[src/rtl/bcg_pkg.sv]
package bcg_pkg;
  // Field positions inside the mode word consumed by the sequencer.
  localparam int LEN_LSB    = 0;
  localparam int ORDER_BIT  = 3;
  localparam int WSINGLE_BIT = 9;

  typedef enum logic [2:0] {
    LEN_ONE   = 3'b000,
    LEN_TWO   = 3'b001,
    LEN_FOUR  = 3'b010,
    LEN_EIGHT = 3'b011,
    LEN_PAGE  = 3'b111
  } len_code_e;
endpackage

[src/rtl/bcg_rst_sync.sv]
module bcg_rst_sync (
  input  logic clk,
  input  logic rst_n,
  output logic rst_n_sync
);
  logic meta_q;
  logic hold_q;

  always_ff @(posedge clk or negedge rst_n) begin
    if (!rst_n) begin
      meta_q <= 1'b0;
      hold_q <= 1'b0;
    end else begin
      meta_q <= 1'b1;
      hold_q <= meta_q;
    end
  end

  assign rst_n_sync = hold_q;
endmodule

[src/rtl/bcg_mode_decode.sv]
module bcg_mode_decode
  import bcg_pkg::*;
#(
  parameter int COL_W  = 9,
  parameter int MODE_W = 13,
  localparam int LG_W  = $clog2(COL_W + 1)
) (
  input  logic [MODE_W-1:0] mode_i,
  input  logic              is_write_i,
  output logic [LG_W-1:0]   lg_o,
  output logic              inter_o,
  output logic              full_o,
  output logic              err_o
);
  logic [2:0]      code;
  logic            order_bit;
  logic            wsingle;
  logic [LG_W-1:0] lg_raw;
  logic            full_raw;
  logic            bad;

  assign code      = mode_i[LEN_LSB +: 3];
  assign order_bit = mode_i[ORDER_BIT];
  assign wsingle   = mode_i[WSINGLE_BIT];

  always_comb begin
    lg_raw   = '0;
    full_raw = 1'b0;
    bad      = 1'b0;
    unique case (code)
      LEN_ONE:   lg_raw = LG_W'(0);
      LEN_TWO:   lg_raw = LG_W'(1);
      LEN_FOUR:  lg_raw = LG_W'(2);
      LEN_EIGHT: lg_raw = LG_W'(3);
      LEN_PAGE: begin
        if (order_bit) begin
          bad = 1'b1;
        end else begin
          lg_raw   = LG_W'(COL_W);
          full_raw = 1'b1;
        end
      end
      default: bad = 1'b1;
    endcase
  end

  always_comb begin
    lg_o    = lg_raw;
    full_o  = full_raw;
    inter_o = order_bit;
    err_o   = bad;
    if (bad || (is_write_i && wsingle)) begin
      lg_o   = '0;
      full_o = 1'b0;
    end
  end
endmodule

[src/rtl/bcg_col_map.sv]
module bcg_col_map #(
  parameter int COL_W = 9,
  localparam int LG_W = $clog2(COL_W + 1)
) (
  input  logic [COL_W-1:0] base_i,
  input  logic [COL_W-1:0] idx_i,
  input  logic [LG_W-1:0]  lg_i,
  input  logic             inter_i,
  output logic [COL_W-1:0] col_o
);
  logic [COL_W-1:0] lin_sum;
  logic [COL_W-1:0] xor_mix;

  assign lin_sum = base_i + idx_i;
  assign xor_mix = base_i ^ idx_i;

  for (genvar b = 0; b < COL_W; b++) begin : g_bit
    logic in_block;
    assign in_block = (lg_i > LG_W'(b));
    always_comb begin
      if (!in_block)    col_o[b] = base_i[b];
      else if (inter_i) col_o[b] = xor_mix[b];
      else              col_o[b] = lin_sum[b];
    end
  end
endmodule

[src/rtl/bcg_seq.sv]
module bcg_seq #(
  parameter int COL_W = 9,
  localparam int LG_W = $clog2(COL_W + 1),
  localparam int CW1  = COL_W + 1
) (
  input  logic             clk,
  input  logic             rst_n,
  input  logic             start_i,
  input  logic [COL_W-1:0] start_col_i,
  input  logic [LG_W-1:0]  lg_i,
  input  logic             inter_i,
  input  logic             full_i,
  input  logic             err_i,
  input  logic             term_i,
  output logic             active_o,
  output logic [COL_W-1:0] base_o,
  output logic [COL_W-1:0] idx_o,
  output logic [COL_W-1:0] mask_o,
  output logic [LG_W-1:0]  lg_o,
  output logic             inter_o,
  output logic             full_o,
  output logic             err_o,
  output logic             last_o
);
  logic             active_q, active_d;
  logic [COL_W-1:0] base_q,   base_d;
  logic [COL_W-1:0] idx_q,    idx_d;
  logic [LG_W-1:0]  lg_q,     lg_d;
  logic             inter_q,  inter_d;
  logic             full_q,   full_d;
  logic             err_q,    err_d;
  logic             load_en;
  logic             step_en;
  logic [CW1-1:0]   span;
  logic             fin_end;

  assign span    = CW1'(1) << lg_q;
  assign mask_o  = COL_W'(span - CW1'(1));
  assign fin_end = active_q && !full_q && (idx_q == mask_o);

  assign load_en = start_i;
  assign step_en = !start_i && active_q;

  always_comb begin
    active_d = active_q;
    base_d   = base_q;
    idx_d    = idx_q;
    lg_d     = lg_q;
    inter_d  = inter_q;
    full_d   = full_q;
    err_d    = err_q;
    if (load_en) begin
      active_d = 1'b1;
      base_d   = start_col_i;
      idx_d    = '0;
      lg_d     = lg_i;
      inter_d  = inter_i;
      full_d   = full_i;
      err_d    = err_i;
    end else if (step_en) begin
      if (term_i || fin_end) active_d = 1'b0;
      else                   idx_d    = idx_q + COL_W'(1);
    end
  end

  always_ff @(posedge clk or negedge rst_n) begin
    if (!rst_n) begin
      active_q <= 1'b0;
      base_q   <= '0;
      idx_q    <= '0;
      lg_q     <= '0;
      inter_q  <= 1'b0;
      full_q   <= 1'b0;
      err_q    <= 1'b0;
    end else begin
      active_q <= active_d;
      if (load_en || step_en) begin
        base_q  <= base_d;
        idx_q   <= idx_d;
        lg_q    <= lg_d;
        inter_q <= inter_d;
        full_q  <= full_d;
        err_q   <= err_d;
      end
    end
  end

  assign active_o = active_q;
  assign base_o   = base_q;
  assign idx_o    = idx_q;
  assign lg_o     = lg_q;
  assign inter_o  = inter_q;
  assign full_o   = full_q;
  assign err_o    = err_q;
  assign last_o   = active_q && (fin_end || term_i);

  p_start_gives_beat_r2: assert property (@(posedge clk) disable iff (!rst_n)
    start_i |=> active_q);
  p_term_stops_r10: assert property (@(posedge clk) disable iff (!rst_n)
    (active_q && term_i && !start_i) |=> !active_q);
  p_idx_in_span_r3: assert property (@(posedge clk) disable iff (!rst_n)
    (active_q && !full_q) |-> (idx_q <= mask_o));
  p_restart_idx_r11: assert property (@(posedge clk) disable iff (!rst_n)
    start_i |=> (idx_q == '0));
endmodule

[src/rtl/burst_col_gen.sv]
module burst_col_gen #(
  parameter int COL_W  = 9,
  parameter int MODE_W = 13,
  localparam int LG_W  = $clog2(COL_W + 1)
) (
  input  logic              clk,
  input  logic              rst_n,
  input  logic              start_i,
  input  logic              is_write_i,
  input  logic [COL_W-1:0]  start_col_i,
  input  logic [MODE_W-1:0] mode_i,
  input  logic              term_i,
  output logic [COL_W-1:0]  col_o,
  output logic              beat_valid_o,
  output logic              beat_last_o,
  output logic              mode_err_o
);
  logic             rst_n_int;
  logic [LG_W-1:0]  dec_lg;
  logic             dec_inter;
  logic             dec_full;
  logic             dec_err;
  logic             act;
  logic [COL_W-1:0] base;
  logic [COL_W-1:0] idx;
  logic [COL_W-1:0] mask;
  logic [LG_W-1:0]  lg;
  logic             inter;
  logic             full;
  logic             err;
  logic             last;

  bcg_rst_sync u_rst (
    .clk        (clk),
    .rst_n      (rst_n),
    .rst_n_sync (rst_n_int)
  );

  bcg_mode_decode #(.COL_W(COL_W), .MODE_W(MODE_W)) u_dec (
    .mode_i     (mode_i),
    .is_write_i (is_write_i),
    .lg_o       (dec_lg),
    .inter_o    (dec_inter),
    .full_o     (dec_full),
    .err_o      (dec_err)
  );

  bcg_seq #(.COL_W(COL_W)) u_seq (
    .clk         (clk),
    .rst_n       (rst_n_int),
    .start_i     (start_i),
    .start_col_i (start_col_i),
    .lg_i        (dec_lg),
    .inter_i     (dec_inter),
    .full_i      (dec_full),
    .err_i       (dec_err),
    .term_i      (term_i),
    .active_o    (act),
    .base_o      (base),
    .idx_o       (idx),
    .mask_o      (mask),
    .lg_o        (lg),
    .inter_o     (inter),
    .full_o      (full),
    .err_o       (err),
    .last_o      (last)
  );

  bcg_col_map #(.COL_W(COL_W)) u_map (
    .base_i  (base),
    .idx_i   (idx),
    .lg_i    (lg),
    .inter_i (inter),
    .col_o   (col_o)
  );

  assign beat_valid_o = act;
  assign beat_last_o  = last;
  assign mode_err_o   = err;

  p_block_kept_r4: assert property (@(posedge clk) disable iff (!rst_n_int)
    (beat_valid_o && !full) |-> (((col_o ^ base) & ~mask) == '0));
  p_err_single_r9: assert property (@(posedge clk) disable iff (!rst_n_int)
    (beat_valid_o && mode_err_o) |-> beat_last_o);
  p_page_open_r6: assert property (@(posedge clk) disable iff (!rst_n_int)
    (beat_valid_o && full && !term_i) |-> !beat_last_o);
  p_first_col_r2: assert property (@(posedge clk) disable iff (!rst_n_int)
    (start_i && !beat_valid_o) |=> (col_o == $past(start_col_i)));
endmodule

[config.mk]
export PLATFORM = sky130hd
export DESIGN_NAME = burst_col_gen
export DESIGN_NICKNAME = d
export VERILOG_FILES = /design/src/rtl/bcg_pkg.sv /design/src/rtl/bcg_rst_sync.sv /design/src/rtl/bcg_mode_decode.sv /design/src/rtl/bcg_col_map.sv /design/src/rtl/bcg_seq.sv /design/src/rtl/burst_col_gen.sv
export SDC_FILE = /design/constraint.sdc
export NUM_CORES = 1
export LEC_CHECK = 0
export CAP_MARGIN = 20
export CORE_ASPECT_RATIO = 1.75
export CORE_MARGIN = 3
export CORE_UTILIZATION = 51
export CTS_CLUSTER_SIZE = 10
export DETAILED_ROUTE_END_ITERATION = 10
export PLACE_DENSITY = 0.8
export SYNTH_ARGS = -nofsm -noshare
export SYNTH_HDL_FRONTEND = slang
export SYNTH_SLANG_ARGS = --single-unit
[constraint.sdc]
create_clock -name clk -period 3.45 [get_ports clk]
set_input_delay 0.69 -clock clk [delete_from_list [all_inputs] [get_ports clk]]
set_output_delay 0.69 -clock clk [all_outputs]
set_load 0.02 [all_outputs]
==> results.txt <==
The pre-antenna-repair detailed-routing pass consisted of 4 iterations. The area growth from synthesis to layout is 24.3%. The number of cells after detailed placement was 276.

The number of global-route vias before repair is 1602. The logs give 28 for the row count and 39 for the count of boundary I/O pins. The number of endpoints with negative hold slack in the final report was 0.

The detailed router placed 1577 vias in this run. The number of buffers on the longest clock path came out at 2. Dividing the detail-routed wire length by the instance count gives 14.1 um. The worst path in the final design needs a cycle of 3.32 ns, including I/O delays and setup. For the post-placement setup slack, the log shows -0.0344 ns. Counting every instance in the synthesized netlist gives 202. The portion of total power attributed to sequential cells is 0.452, and the HPWL reported at the end of detailed placement is 2980 um. The area enclosed by the die boundary came out at 4510 um^2. Routability-driven placement finished with a final weighted congestion of 0.886. For this run, the top clock speed supported by timing is 0.301 GHz. The number of max-slew violations in the final report is 0, and the final number of setup-violating endpoints is 0.

The starting utilization of the core area is 0.547, and the mean cell area of the mapped netlist is 9.38 um^2. The synthesized netlist contains 46 unique library cells. Synthesis produced a netlist with a net count of 240. The relative contribution of combinational cells to total power is 0.320, and the quantity of I/O buffers inserted on ports is 30. TritonCTS built the clock tree.

The tool flagged a number of max-cap violations equal to 0. Entering global routing, the biggest net connects 40 pins. The logs give 0.356 for the sequential area share after synthesis and 2.63 ns for the worst endpoint data arrival time.

For this design, the sink count on the clock tree is 27. The Yosys step of the flow raised 0 warnings. The final design utilization was 0.679. The peak supply drop was 0.333 mV. Summed over all nets, the switching power comes to 245 uW.

At the worst endpoint, the required time is 2.76 ns. The die is 52.1 um wide. Number of storage elements in the synthesis netlist: 27.

The flow ran to the end, and the final reports show no timing, DRC or antenna violations. Proportion of register bits with asynchronous set or reset after synthesis: 1.00. The worst hold slack was 0.106 ns. The count of flip-flops with a built-in enable after synthesis is 0, and the number of inserted diodes is 0.

The power density relative to cell area was 337 nW/um^2; the average via count per standard cell was 5.61. Summed over all layers, the global routing overflow is 0. The number of clock buffers added by TritonCTS is 3. For this block, the initial DRC count from the detailed router was 31. For the CTS H-tree depth, the log shows 1. Once the clock tree was built, the setup fixing pass inserted 0 buffers. Standby leakage power: 0.00107 uW. Setup slack on the critical path of the routed design comes to 0.128 ns. DRC violation count after routing: 0. In the final design database the tool counted 275 nets. Along the worst path, the maximum fanout reaches 3. The number of antenna violations at the first check in global routing is 0. The fraction of layout cells with a size suffix above 1 was 0.136; the finished layout cell area was 2360 um^2. The min-delay analysis places its worst path in the category reg2async. Measured along the y axis, the die boundary spans 86.7 um. Wires add up to 3960 um. The core footprint was 3470 um^2; the final clock skew was 0.00382 ns.

CTS root buffer: clkbuf_8. The first global-routing pass estimated 6910 um of wire. For the worst-skew pair, the clock arrives at the later sink with an insertion delay of 0.27 ns. The post-placement cell area was 2270 um^2. Post-synthesis cell area: 1900 um^2. The fill cell total of the finished layout was 271; the count of hold-fix buffers inserted at cts was 0. Among all flip-flop cells after synthesis, the most frequent one is dfrtp_1. The worst setup path is launched from a flip-flop.

The library cells used most frequently in the layout, excluding fill and tap cells, are dfrtp_1, clkdlybuf4s50_1, nor2_1. Commonest non-fill, non-tap cell in the layout: dfrtp_1. The clock share of power is 0.229. The worst setup path is captured at an output pin.

The tools report the setup slack on the worst flop-to-flop path as 1.15 ns. The period utilization works out to 0.963. The logs give 0.201 for the overall global routing resource usage and 281 for the count of non-filler cells in the finished layout.

In this run the remaining antenna-violating nets after routing total 0. The switching power share of the total is 0.309. After clock tree synthesis, the clock-pin slew on the worst setup and hold paths is 0.09 ns. Cell internal power was estimated by the tool at 548 uW. The critical path is of the reg2out type.
[worst paths after layout]
| path | end | startpoint | cells after the start |
|---|---|---|---|
| max | col_o[8] | u_seq.base_o[0] | 8 |
| min | u_seq.idx_o[5] | u_rst.rst_n_sync | 0 |
| max reg2reg | u_seq.idx_o[2] | u_seq.lg_o[1] | 9 |
| min reg2reg | u_seq.idx_o[5] | u_rst.rst_n_sync | 0 |
| max in group asynchronous | u_rst.rst_n_sync | rst_n | 1 |
| min in group clk | u_rst.rst_n_sync | u_rst.meta_q | 0 |
[power groups by stage]
| stage | Clock, uW | Combinational [uW] | Sequential [uW] |
|---|---|---|---|
| 5_1_grt | 199 | 278 | 362 |
| 6_report | 181 | 253 | 358 |
| 3_5_place_dp | 0 | 250 | 370 |
| 3_3_place_gp | 0 | 246 | 368 |
| 2_1_floorplan | 0 | 153 | 364 |
| 4_1_cts | 187 | 248 | 363 |
[sequential cells by signal, summed over array words and instances, names as in the netlist]
name / count
u_seq.active_o: 1
u_seq.err_o: 1
u_seq.idx_o: 9
u_rst.meta_q: 1
u_seq.lg_o: 3
u_seq.full_o: 1
u_seq.base_o: 9
u_rst.rst_n_sync: 1
u_seq.inter_o: 1
[critical path, cell delays in order, from the launching register on]
cell and delay [ns]:
dfrtp_1 0.41, ha_1 0.25, fa_1 0.44, a211oi_2 0.27, o21bai_1 0.12, o2111a_1 0.15
a211oi_2 0.24, xnor2_1 0.14, dlygate4sd2_1 0.34
[routing by layer]
layer / vias up / track usage / routed length (um)
met2: 19 / 0.375 / 2160
met3: 5 / 0.0241 / 89
li1: 790 / - / -
met5: - / 0 / 0
met1: 763 / 0.223 / 1640
met4: 0 / 0.0764 / 70
[layout make-up]
class                   instances  area, um^2  area share
repair buffers                 39         388       0.165
well taps                      45        56.3      0.0239
multi-input cells             157        1160       0.491
clock buffers                   4        45.0      0.0191
flip-flops and latches         27         676       0.287
inverters                       9        33.8      0.0143
[cells in the mapped netlist (3+ instances only)]
library cell,instances,share of area
mux2_2,10,0.059
ha_1,10,0.066
a211oi_1,3,0.012
xnor2_1,4,0.018
dfrtp_1,27,0.36
mux2_1,8,0.048
xor2_1,3,0.014
and3_1,4,0.013
inv_1,9,0.018
nand2b_1,4,0.013
nand4_1,3,0.0099
clkbuf_1,8,0.016
nor2b_1,11,0.036
nand3_1,5,0.013
o21ai_0,12,0.032
a21oi_1,17,0.045
nor2_1,21,0.042
nand2_1,7,0.014
[cell families (layout without fill, tap and decap cells)]
family / after synthesis / count (layout) / share of synthesized area
other: 1 / 1 / 0.00198
buffers and inverters: 18 / 52 / 0.0396
adder cells (fa/ha/maj): 11 / 11 / 0.0766
AND/OR/NAND/NOR: 70 / 70 / 0.204
XOR/XNOR: 7 / 7 / 0.0323
multiplexers: 20 / 20 / 0.117
flip-flops: 27 / 27 / 0.356
AO/OA/AOI/OAI: 48 / 48 / 0.172
[through the flow]
| stage | setup TNS [ns] | total power [uW] |
|---|---|---|
| 4_1_cts | 0 | 798 |
| 3_3_place_gp | 0 | 613 |
| 6_report | 0 | 793 |
| 5_1_grt | -0.000552 | 839 |
| 2_1_floorplan | 0 | 517 |
| 3_5_place_dp | -0.0344 | 619 |
[timing repair]
| item | 4_1_cts | 5_1_grt |
|---|---|---|
| gates cloned | 0 | 0 |
| setup endpoints to repair | 5 | 3 |
| pin swaps | 0 | 0 |
| gates resized for setup | 6 | 3 |
Note: power is estimated with default switching activity, not from simulation.
